File: config.mk
export PLATFORM = sky130hd
export DESIGN_NAME = burst_wrap_slave
export DESIGN_NICKNAME = d
export VERILOG_FILES = /design/src/rtl/burst_wrap_pkg.sv /design/src/rtl/line_store.sv /design/src/rtl/wrap_addr_gen.sv /design/src/rtl/beat_sequencer.sv /design/src/rtl/burst_wrap_slave.sv
export SDC_FILE = /design/constraint.sdc
export NUM_CORES = 1
export LEC_CHECK = 0
export BUFFER_PORTS_ARGS = -buffer_cell sky130_fd_sc_hd__buf_4
export CORE_UTILIZATION = 49
export CTS_BUF_LIST = sky130_fd_sc_hd__clkbuf_2 sky130_fd_sc_hd__clkbuf_4 sky130_fd_sc_hd__clkbuf_8
export DETAILED_ROUTE_END_ITERATION = 6
export PLACE_DENSITY = 0.81
export SLEW_MARGIN = 20
export SYNTH_ARGS = -nofsm -noshare
export SYNTH_HDL_FRONTEND = slang
export SYNTH_HIERARCHICAL = 1
export SYNTH_SLANG_ARGS = --single-unit
File: constraint.sdc
create_clock -name clk -period 1.8 [get_ports clk]
set_input_delay 0.54 -clock clk [delete_from_list [all_inputs] [get_ports clk]]
set_output_delay 0.54 -clock clk [all_outputs]
set_load 0.02 [all_outputs]
File: src/rtl/burst_wrap_pkg.sv
// Shared types and the fill rule of the read-only line store.
// Assumes 32-bit storage words; index width is set by the users.
package burst_wrap_pkg;

    typedef enum logic [1:0] {
        ST_IDLE = 2'd0,
        ST_WAIT = 2'd1,
        ST_DATA = 2'd2
    } seq_state_t;

    // Content of the storage word at a given index.
    function automatic logic [31:0] fill_word(input int unsigned idx);
        logic [15:0] i16;
        i16 = idx[15:0];
        return {16'hC0DE ^ i16, 16'h1000 + i16};
    endfunction

endpackage

File: src/rtl/line_store.sv
// Read-only word array with a combinational read port.
// Assumes the array is small; content comes from the package fill rule.
module line_store #(
    parameter int IDX_W = 6
) (
    input  logic [IDX_W-1:0] rd_idx,
    output logic [31:0]      rd_word
);
    import burst_wrap_pkg::*;

    localparam int DEPTH = 1 << IDX_W;

    logic [31:0] words [DEPTH];

    // Fill every entry from the package rule.
    for (genvar g = 0; g < DEPTH; g++) begin : g_fill
        assign words[g] = fill_word(g);
    end

    // Look up the addressed word.
    assign rd_word = words[rd_idx];

endmodule

File: src/rtl/wrap_addr_gen.sv
// Holds the line base and the in-line pointer {word index[2:0], halfword}.
// On advance it steps only the in-line bits and wraps at the 4- or 8-word line.
// Assumes port16/len4 are stable during an access (latched by the sequencer).
module wrap_addr_gen #(
    parameter int ADDR_W = 8
) (
    input  logic              clk,
    input  logic              rst_n,
    input  logic              load,
    input  logic [ADDR_W-1:0] load_addr,
    input  logic              load_burst,
    input  logic              load_port16,
    input  logic              port16,
    input  logic              len4,
    input  logic              advance,
    output logic [ADDR_W-3:0] word_idx,
    output logic              half_sel
);
    localparam int BASE_W = ADDR_W - 5;

    logic [BASE_W-1:0] base;
    logic [3:0]        ptr;
    logic [3:0]        step;
    logic [3:0]        wrap_mask;
    logic [3:0]        ptr_next;

    // Increment size and wrap field for the current port and line length.
    always_comb begin
        step      = port16 ? 4'd1 : 4'd2;
        wrap_mask = len4 ? 4'b0111 : 4'b1111;
        ptr_next  = (ptr & ~wrap_mask) | ((ptr + step) & wrap_mask);
    end

    // Capture the start address, or step the in-line pointer.
    always_ff @(posedge clk) begin
        if (!rst_n) begin
            base <= '0;
            ptr  <= '0;
        end else if (load) begin
            base <= load_addr[ADDR_W-1:5];
            if (load_burst)
                ptr <= {load_addr[4:3], 2'b00};
            else
                ptr <= {load_addr[4:2], load_port16 & load_addr[1]};
        end else if (advance) begin
            ptr <= ptr_next;
        end
    end

    assign word_idx = {base, ptr[3:1]};
    assign half_sel = ptr[0];


    base_fixed_chk: assert property (@(posedge clk) disable iff (!rst_n)
        advance && !load |=> $stable(base));

    quad_wrap_chk: assert property (@(posedge clk) disable iff (!rst_n)
        advance && !load && len4 |=> ptr[3] == $past(ptr[3]));

    word_port_half_chk: assert property (@(posedge clk) disable iff (!rst_n)
        advance && !load && !port16 |=> ptr[0] == $past(ptr[0]));

endmodule

File: src/rtl/beat_sequencer.sv
// Access state machine: accepts a request when idle, counts wait cycles,
// then acknowledges one beat per cycle until the burst-continue handshake,
// the fixed line length, or the single-beat rule ends the access.
// Assumes cfg inputs are sampled only when a request is accepted.
module beat_sequencer #(
    parameter int WAIT_W = 3
) (
    input  logic              clk,
    input  logic              rst_n,
    input  logic              req_valid,
    input  logic              req_burst,
    input  logic              cfg_port16,
    input  logic              cfg_len4,
    input  logic              cfg_fixed_len,
    input  logic [WAIT_W-1:0] cfg_wait,
    input  logic              bdip,
    output logic              load,
    output logic              advance,
    output logic              ack,
    output logic              busy,
    output logic              port16_q,
    output logic              len4_q
);
    import burst_wrap_pkg::*;

    localparam int CNT_W = 5;

    seq_state_t        state;
    logic [WAIT_W-1:0] wcnt;
    logic [CNT_W-1:0]  beat_cnt;
    logic [CNT_W-1:0]  line_beats;
    logic              burst_q;
    logic              fixed_q;
    logic              last;

    // Beats in one line and whether the current beat ends the access.
    always_comb begin
        line_beats = len4_q ? CNT_W'(4) : CNT_W'(8);
        if (port16_q)
            line_beats = line_beats << 1;
        last = !burst_q
             || (beat_cnt == line_beats - CNT_W'(1))
             || (!fixed_q && !bdip);
    end

    assign ack     = (state == ST_DATA);
    assign busy    = (state != ST_IDLE);
    assign load    = (state == ST_IDLE) && req_valid;
    assign advance = ack && !last;

    // Sequence idle -> wait -> data beats -> idle.
    always_ff @(posedge clk) begin
        if (!rst_n) begin
            state    <= ST_IDLE;
            wcnt     <= '0;
            beat_cnt <= '0;
            burst_q  <= 1'b0;
            fixed_q  <= 1'b0;
            port16_q <= 1'b0;
            len4_q   <= 1'b0;
        end else begin
            unique case (state)
                ST_IDLE: begin
                    if (req_valid) begin
                        burst_q  <= req_burst;
                        fixed_q  <= cfg_fixed_len;
                        port16_q <= cfg_port16;
                        len4_q   <= cfg_len4;
                        wcnt     <= cfg_wait;
                        beat_cnt <= '0;
                        state    <= (cfg_wait == '0) ? ST_DATA : ST_WAIT;
                    end
                end
                ST_WAIT: begin
                    wcnt <= wcnt - WAIT_W'(1);
                    if (wcnt == WAIT_W'(1))
                        state <= ST_DATA;
                end
                ST_DATA: begin
                    if (last)
                        state <= ST_IDLE;
                    else
                        beat_cnt <= beat_cnt + CNT_W'(1);
                end
                default: state <= ST_IDLE;
            endcase
        end
    end


    beat_run_chk: assert property (@(posedge clk) disable iff (!rst_n)
        ack && !last |=> ack);

    wait_gap_chk: assert property (@(posedge clk) disable iff (!rst_n)
        load && cfg_wait != '0 |=> !ack);

    bdip_stop_chk: assert property (@(posedge clk) disable iff (!rst_n)
        ack && burst_q && !fixed_q && !bdip |=> !ack);

    line_cap_chk: assert property (@(posedge clk) disable iff (!rst_n)
        busy |-> beat_cnt < line_beats);

    single_idle_chk: assert property (@(posedge clk) disable iff (!rst_n)
        ack && !burst_q |=> !busy);

    busy_hold_chk: assert property (@(posedge clk) disable iff (!rst_n)
        busy |=> $stable(burst_q) && $stable(fixed_q) && $stable(port16_q));

endmodule

File: src/rtl/burst_wrap_slave.sv
// Top level of the wrapping-burst memory responder: sequencer, address
// generator and word store, plus the port-width data steering.
// Assumes ADDR_W > 5 so that at least one line-base bit exists.
module burst_wrap_slave #(
    parameter int ADDR_W = 8,
    parameter int WAIT_W = 3
) (
    input  logic              clk,
    input  logic              rst_n,
    input  logic              req_valid,
    input  logic              req_burst,
    input  logic [ADDR_W-1:0] req_addr,
    input  logic              bdip,
    input  logic              cfg_port16,
    input  logic              cfg_len4,
    input  logic              cfg_fixed_len,
    input  logic [WAIT_W-1:0] cfg_wait,
    output logic              ack,
    output logic [31:0]       rdata,
    output logic              busy
);
    localparam int IDX_W = ADDR_W - 2;

    logic             load;
    logic             advance;
    logic             port16_q;
    logic             len4_q;
    logic [IDX_W-1:0] word_idx;
    logic             half_sel;
    logic [31:0]      word;

    beat_sequencer #(.WAIT_W(WAIT_W)) u_seq (
        .clk           (clk),
        .rst_n         (rst_n),
        .req_valid     (req_valid),
        .req_burst     (req_burst),
        .cfg_port16    (cfg_port16),
        .cfg_len4      (cfg_len4),
        .cfg_fixed_len (cfg_fixed_len),
        .cfg_wait      (cfg_wait),
        .bdip          (bdip),
        .load          (load),
        .advance       (advance),
        .ack           (ack),
        .busy          (busy),
        .port16_q      (port16_q),
        .len4_q        (len4_q)
    );

    wrap_addr_gen #(.ADDR_W(ADDR_W)) u_addr (
        .clk         (clk),
        .rst_n       (rst_n),
        .load        (load),
        .load_addr   (req_addr),
        .load_burst  (req_burst),
        .load_port16 (cfg_port16),
        .port16      (port16_q),
        .len4        (len4_q),
        .advance     (advance),
        .word_idx    (word_idx),
        .half_sel    (half_sel)
    );

    line_store #(.IDX_W(IDX_W)) u_store (
        .rd_idx  (word_idx),
        .rd_word (word)
    );

    // Steer the word or the selected half onto the data output.
    always_comb begin
        if (!ack)
            rdata = '0;
        else if (port16_q)
            rdata = {16'h0000, half_sel ? word[15:0] : word[31:16]};
        else
            rdata = word;
    end


    narrow_upper_zero_chk: assert property (@(posedge clk) disable iff (!rst_n)
        ack && port16_q |-> rdata[31:16] == 16'h0000);

endmodule

==> results of run 1 <==
-- worst reg2reg max path, stage by stage (launching register included) --
cell,delay (ns)
sky130_fd_sc_hd__dfxtp_4,0.36
sky130_fd_sc_hd__buf_8,0.14
sky130_fd_sc_hd__and4b_2,0.24
sky130_fd_sc_hd__a211oi_4,0.22
sky130_fd_sc_hd__o21ai_2,0.10
sky130_fd_sc_hd__inv_2,0.11
sky130_fd_sc_hd__nand2_2,0.07
sky130_fd_sc_hd__or4_4,0.41
sky130_fd_sc_hd__a31oi_1,0.15
-- worst max path at each step --
stage                                              start         to  cells after the start
after floorplan           u_seq/beat_cnt[2]$_SDFFE_PN0P_   register                      8
after global placement       u_seq/port16_q$_SDFFE_PN0P_   rdata[1]                      4
after detailed placement       u_seq/len4_q$_SDFFE_PN0P_   register                      7
after CTS                    u_seq/port16_q$_SDFFE_PN0P_  rdata[12]                      6
after global routing         u_seq/state[1]$_SDFFE_PN0P_   rdata[3]                      5
final                        u_seq/port16_q$_SDFFE_PN0P_   rdata[7]                      5
-- per-stage QoR --
| stage | std cells | TNS [ns] | cell area, um^2 | hold WS [ns] | total power, mW |
|---|---|---|---|---|---|
| floorplan | 268 | -0.04343 | 2181 | 0.4365 | 1.269 |
| global placement | 329 | 0 | 2366 | 0.4432 | 1.405 |
| CTS | 343 | -2.737 | 2605 | 0.4652 | 1.848 |
| detailed placement | 329 | -0.02047 | 2366 | 0.4535 | 1.430 |
| global route | 349 | -4.201 | 2708 | 0.5057 | 2.030 |
| finish | 349 | -2.796 | 2708 | 0.4644 | 1.922 |
-- cell type report --
cell class,instances,share of cell area (%)
Multi-Input combinational cell,195,53.84
Timing Repair Buffer,70,24.72
Sequential cell,21,15.85
Tap cell,48,2.218
Inverter,11,1.571
Clock buffer,3,1.525
Clock inverter,1,0.2773
-- cell families (layout without fill, tap and decap cells) --
| kind of cell | Yosys count | count (layout) | share of synthesized area (%) |
|---|---|---|---|
| xor+xnor | 2 | 2 | 0.9028 |
| compound gates | 35 | 35 | 13.35 |
| simple gates | 107 | 108 | 29.21 |
| mux | 24 | 24 | 12.64 |
| flops | 21 | 21 | 21.66 |
| buf+inv | 53 | 85 | 17.60 |
| fa+ha+maj | 6 | 6 | 4.255 |
| other cells | 2 | 20 | 0.3870 |
-- sequential cells by signal (all words and copies together) (netlist names), named ones only --
name            cells
u_seq/len4_q        1
u_seq/wcnt          3
u_seq/burst_q       1
u_seq/state         2
u_seq/beat_cnt      5
u_seq/port16_q      1
u_addr/base         3
u_seq/fixed_q       1
u_addr/ptr          3
-- cell usage in the layout (no fill, tap or decap), types with 4 or more instances in the layout --
cell type                   n
sky130_fd_sc_hd__nand2_1   47
sky130_fd_sc_hd__buf_4     41
sky130_fd_sc_hd__buf_6     25
sky130_fd_sc_hd__conb_1    20
sky130_fd_sc_hd__dfxtp_1   16
sky130_fd_sc_hd__mux2i_1   12
sky130_fd_sc_hd__mux2i_4   11
sky130_fd_sc_hd__and2_4    10
sky130_fd_sc_hd__a21oi_1   10
sky130_fd_sc_hd__and2_1     9
sky130_fd_sc_hd__inv_1      9
sky130_fd_sc_hd__nand3_1    8
sky130_fd_sc_hd__nor2b_1    7
sky130_fd_sc_hd__ha_1       5
sky130_fd_sc_hd__dfxtp_2    4
sky130_fd_sc_hd__a211oi_1   4
-- layer usage --
| metal | vias to the layer above | part of all wire [%] | global-route usage [%] |
|---|---|---|---|
| met4 | 0 | 1.7 | 8.333 |
| met2 | 45 | 52 | 40.89 |
| met1 | 869 | 43 | 28.68 |
| li1 | 904 | - | - |
| met5 | - | 0 | 0 |
| met3 | 11 | 2.9 | 4.401 |
-- power by group --
| part | total (mW) | internal (mW) | switching (mW) |
|---|---|---|---|
| Clock | 0.323 | 0.157 | 0.166 |
| Sequential | 0.587 | 0.529 | 0.0576 |
| Combinational | 1.01 | 0.491 | 0.521 |
| Total | 1.92 | 1.18 | 0.745 |
-- what timing repair did --
item,in CTS,in global routing
resized for setup,28,19
buffers inserted,8,6
setup endpoints to repair,22,27
gates cloned,2,1
pin swaps,1,11
==> results list, run 1 <==
* Type of destination of the critical path: output port
* IR drop worst, VDD: 0.6553 mV
- Fraction of registers with async set/reset: 0%
* First-pass iteration count of the detailed router: 4
* Number of distinct library cells after synthesis: 45
* Layout-stage area growth over the synthesis result: 39.52%
- Critical path class: reg -> out
- Sorting the synthesized cells by how often they occur yields sky130_fd_sc_hd__nand2_1, sky130_fd_sc_hd__buf_4, sky130_fd_sc_hd__mux2i_1.
- 0 antenna diodes ended up in the layout.
- Summed over all cells, the static leakage comes to 1.119 nW.
- Cell types with the largest area share after synthesis: sky130_fd_sc_hd__dfxtp_1, sky130_fd_sc_hd__mux2i_1, sky130_fd_sc_hd__buf_4
- Status: complete, but fails checks
- Clock tree synthesis inserted a total of 3 buffers.
* Mapped Cells: 250
- The number of global-route vias before repair was 1676.
- The tightest min-delay check is of the reg -> reg type.
- Of all cell types, the one taking the most synthesized area is sky130_fd_sc_hd__dfxtp_1.
- Starting density of the core: 52.22%
- CTS tree: yes
- The final route contains 1829 vias.
* Finish-stage setup viols: 23
- Die height: 64.93 um
* Area of the core: 3716 um^2
- Sink Count: 21
* I/O Pins: 53
- Die Area: 4216 um^2
- Walking the worst path, the cells encountered are nor2b_4 > buf_6 > buf_12 > mux2i_4 > buf_6.
* Pin count of the biggest net entering global routing: 33
- Failing checks: negative setup slack
* Place WS: -0.02047 ns
- The number of hold-slack violations in the final timing report was 0.
* Critical path peak fanout: 6
- The worst pin sits at a relative slew slack of 65.56%.
* Unrepaired setup endpoints after global routing: true
* Power Density: 710.0 nW/um^2
- Worst skew pair latency: 0.27 ns
* Shortest clock period the worst path allows after layout: 1.970 ns
- Cell mode on critical path: sky130_fd_sc_hd__buf_6
- At the end of the flow the core is filled with cells to 72.86%.
- Routability cong.: 0.8429
- The largest single stage delay on the critical path is 0.37 ns.
- The most used flip-flop cell after synthesis is sky130_fd_sc_hd__dfxtp_1.
- Final layout net count: 327
- Row generation in the floorplan step produced 22 rows.
- Along the worst hold path, the cell count comes to 2.
* Worst-case setup margin in the final layout: -0.1703 ns
- Summed over all layers, the global routing overflow is 0.
- The cell family contributing the most delay on the critical path is buffers and inverters.
- Summing all multi-input logic gate instances after layout gives 1458 um^2.
- Flip-flop and latch area: 429.2 um^2
* Dominant cell by count in the synthesized netlist: sky130_fd_sc_hd__nand2_1
- For this run, design rule violations remaining after detail routing come to 0.
- Number of buffers inserted for hold repair after clock tree synthesis: 0
- Worst-margin pin slew: 0.5022 ns
- No sink is reached through more buffers than the 2 on the longest clock path.
- Clock-pin slew was measured on the worst setup and hold paths at 0.08 ns.
* Detail Route Antenna Nets: 0
- Clock tree synthesis selected as its root buffer the cell sky130_fd_sc_hd__clkbuf_8.
* Via/cell ratio: 5.241
- Data required time at the worst endpoint: 1.26 ns
- The share of the Yosys chip area taken by registers is 21.66%.
* Endpoint of the worst hold path: u_seq/fixed_q$_SDFFE_PN0P_
- Based on the critical path, the design can be clocked at up to 507.5 MHz.
- Buffers placed on the I/O ports in this run total 40.
- Between clock sinks in the finished design, the worst skew comes to 0.006378 ns.
* Min-Delay Startpoint: u_seq/fixed_q$_SDFFE_PN0P_
- Mean post-synth cell area: 7.762 um^2
- STA classifies the critical path startpoint as a register.
- Worst path bufs/invs: 3
- Detailed Route Iter0 Violations: 75
- Part of the cycle the worst path needs: 109.5%
- Netlist Area Pre-Place: 1941 um^2
- The largest individual stage delay along the critical path comes from the cell sky130_fd_sc_hd__dfxtp_4.
- The first global-routing pass estimated 7659 um of wire.
* Final Slew Violations: 0
- Synthesis-stage register bit count: 21
- Yosys mapped a number of flops with a built-in enable equal to 0.
- Average wire per standard cell: 14.41 um
- Counting cells, the worst reg-to-reg path comes to 8.
* Sum of net half-perimeters after detailed placement: 3142 um
* Share of the synthesized area in the top cell type: 21.66%
* Maximum capacitance violations: 0
- Arr. time, crit path: 1.43 ns
* Antenna violations before repair: 0
- CTS built an H-tree with a depth of 1.
* Number of fillers in the final layout: 259
* Total routed wirelength: 5029 um
- Setup slack of the most critical reg-to-reg path: -0.07 ns
- The worst register-to-register path begins at u_seq/port16_q$_SDFFE_PN0P_.
- Global router's overall resource usage: 23.56%
- In the final layout, the share of cells above drive strength 1 is 39.53%.
- Die extent in x: 64.93 um
- Yosys synthesis warning count: 6
(Power assumes the default switching activity.)
==> run 2: changes to the inputs <==
--- a/config.mk
+++ b/config.mk
@@ -6,10 +6,10 @@
 export NUM_CORES = 1
 export LEC_CHECK = 0
 export BUFFER_PORTS_ARGS = -buffer_cell sky130_fd_sc_hd__buf_4
-export CORE_UTILIZATION = 49
+export CORE_UTILIZATION = 59
 export CTS_BUF_LIST = sky130_fd_sc_hd__clkbuf_2 sky130_fd_sc_hd__clkbuf_4 sky130_fd_sc_hd__clkbuf_8
 export DETAILED_ROUTE_END_ITERATION = 6
-export PLACE_DENSITY = 0.81
+export PLACE_DENSITY = 0.91
 export SLEW_MARGIN = 20
 export SYNTH_ARGS = -nofsm -noshare
 export SYNTH_HDL_FRONTEND = slang
==> constraint.sdc (replaced) <==
create_clock -name clk -period 2.5 [get_ports clk]
set_input_delay 0.75 -clock clk [delete_from_list [all_inputs] [get_ports clk]]
set_output_delay 0.75 -clock clk [all_outputs]
set_load 0.02 [all_outputs]
==> results list, run 2 (same netlist as run 1, synthesis figures left out) <==
- Status: finished, final reports clean
* Multi-input gate area: 1256 um^2
- GRT met2 Usage: 38.84%
- Detailed Route Iter0 Violations: 68
* Final hold violations: 0
* Final Hold Slack: 0.4712 ns
* Shortest clock period the worst path allows after layout: 2.288 ns
- In this run the critical register-to-register path is launched from u_seq/beat_cnt[2]$_SDFFE_PN0P_.
* Number of fillers in the final layout: 258
* Worst slew margin relative to its limit: 67.25%
- Unrepaired setup endpoints after global routing: false
- Critical path class: reg -> out
* First-pass GRT wire length: 6072 um
* Flip-flop and latch area: 422.9 um^2
- I/O Pins: 53
- IR drop worst, VDD: 0.4200 mV
- Worst path bufs/invs: 2
- The die is 59.35 um tall.
- Place WS: 0.2959 ns
* Final Slew Violations: 0
- Clock buffer count from CTS: 3
- After global routing the overflow that remains totals 0.
- Register with the most flip-flops: u_seq/beat_cnt
- Post-CTS Setup Bufs: 0
- Accumulated negative setup slack: 0 ns
- The tool flagged a number of max-cap violations equal to 0.
- Routed vias: 1630
- The design draws 1.119 mW.
* Cell area after placement: 2126 um^2
- Sink Count: 21
- In the routed design, unresolved DRC markers number 0.
- Once placement completed, the tool counted placed cells totaling 316.
- The tree is rooted in a sky130_fd_sc_hd__clkbuf_4.
* Global-route met1 utilization: 27.80%
- Worst-margin pin slew: 0.4776 ns
- Clock input transition at the sequential cells of the worst setup and hold paths: 0.11 ns
* Reg2reg path depth: 7
- Min-Delay Startpoint: u_seq/wcnt[1]$_SDFFE_PN0P_
- Of all nets on the critical path, the largest fanout is 14.
- Die extent in x: 59.35 um
- Walking the worst path, the cells encountered are nor2b_2 > buf_4 > mux2i_1 > buf_4.
- Number of placement rows: 20
* Type of origin of the critical path: register
- Antenna violations before repair: 0
- In the finished design, the share of the clock period the worst path needs comes to 91.53%.
* Type of destination of the critical path: output port
- The die covers 3522 um^2.
- For this run, the slowest stage of the critical path takes 0.43 ns.
* Power Density: 518.1 nW/um^2
* WHS Path Cells: 2
* Sum of net half-perimeters after detailed placement: 2714 um
- With fillers left out, the area of the finished cells amounts to 2161 um^2.
- The register with the most flip-flops in the layout has 5 of them.
- Excluding fillers, the count of instances in the completed layout stands at 320.
* Global router's overall resource usage: 22.67%
* Final layout net count: 302
* Clock tree buffer depth: 2
- Worst-case setup margin in the final layout: 0.2116 ns
- The clock reaches the later pin of the worst-skew pair after 0.32 ns.
- The setup check on the worst reg-to-reg path leaves a slack of 0.55 ns.
* Average wire per standard cell: 11.37 um
- TritonCTS built the clock tree.
- In the final layout, the share of cells above drive strength 1 is 23.91%.
- Commonest cells after routing, fill and taps aside: sky130_fd_sc_hd__nand2_1, sky130_fd_sc_hd__buf_4, sky130_fd_sc_hd__mux2i_1
* Area of the core: 3078 um^2
- For met3 alone, demand over resource in global routing was 5.240%.
- Layout-stage area growth over the synthesis result: 11.35%
* Critical path's top delay family: flip-flops
- Static timing analysis puts the maximum clock frequency at 437.0 MHz.
- ANT cells: 0
* Via/cell ratio: 5.094
- Input and output buffers added on the ports amount to 40.
* Most common library cell in the layout ignoring fill and taps: sky130_fd_sc_hd__nand2_1
- Arr. time, crit path: 1.54 ns
- The detail route stage leaves a number of antenna-violating nets equal to 0.
- Data required time at the worst endpoint: 1.75 ns
- Routability cong.: 0.8246
* CTS H-tree lvls: 1
* Leakage dissipation: 0.9145 nW
- Via count of the first global-routing pass: 1413
- Setup violations remaining at the end of the flow were counted as 0.
- Hold crit path type: reg -> reg
- Busiest layer in global routing: met2
- Among all stages on the critical path, the largest delay is contributed by sky130_fd_sc_hd__dfxtp_2.
- Cells fill 70.20% of the core in the end.
* First-pass iteration count of the detailed router: 6
- For the final database, setup skew stands at 0.01672 ns.
- Cell mode on critical path: sky130_fd_sc_hd__buf_4
* Pin count of the biggest net entering global routing: 35
* Starting density of the core: 63.05%
- Total routed wirelength: 3639 um
- For hold timing, the worst endpoint is u_seq/wcnt[1]$_SDFFE_PN0P_.
## run 2: cell types whose count changed in the layout (fill, tap and decap cells not counted), sizes merged
cell      previous run  this run
clkbuf               4         3
clkinvlp             1         0
and2b                2         1
buf                 69        46
inv                 10        11
## run 2: cell type report
| cell class | count | share of cell area [%] |
|---|---|---|
| well taps | 44 | 2.548 |
| inverters | 11 | 1.911 |
| repair buffers | 46 | 16.56 |
| clock buffers | 3 | 1.042 |
| clock inverters | 1 | 0.2316 |
| multi-input cells | 194 | 58.14 |
| flip-flops and latches | 21 | 19.57 |
## run 2: report_power, final
| part | internal, mW | switching (mW) | leakage (nW) |
|---|---|---|---|
| clock network | 0.0600 | 0.110 | 0.0177 |
| registers | 0.380 | 0.0510 | 0.173 |
| logic | 0.231 | 0.287 | 0.724 |
| total | 0.671 | 0.448 | 0.914 |
## run 2: what timing repair did
item	4_1_cts	5_1_grt
resized for setup	0	3
setup endpoints to repair	0	21
hold endpoints to repair	0	0
hold buffers	0	0
## run 2: worst register-to-register path, stage by stage, from the launching register on
cell                       delay, ns
sky130_fd_sc_hd__dfxtp_1        0.53
sky130_fd_sc_hd__xnor2_1        0.17
sky130_fd_sc_hd__a211oi_4       0.29
sky130_fd_sc_hd__o21ai_2        0.10
sky130_fd_sc_hd__inv_1          0.16
sky130_fd_sc_hd__nand2_1        0.09
sky130_fd_sc_hd__or4_1          0.39
sky130_fd_sc_hd__a31oi_1        0.16
## run 2: worst max path at each step
stage / from / cells past startpoint / to / slack [ns]
after floorplan: u_seq/state[1]$_SDFFE_PN0P_ / 6 / rdata[14] / 0.21
after detailed placement: bdip / 8 / register / 0.30
after global placement: bdip / 8 / register / 0.34
after CTS: u_seq/state[1]$_SDFFE_PN0P_ / 5 / rdata[5] / 0.04
after global routing: u_seq/port16_q$_SDFFE_PN0P_ / 4 / rdata[7] / 0.1
final: u_seq/port16_q$_SDFFE_PN0P_ / 4 / rdata[5] / 0.21
## run 2: metal layers
layer	part of all wire, %	vias up
li1	-	848
met1	45	726
met2	49	52
met3	5.5	4
met4	0.99	0
met5	0	-
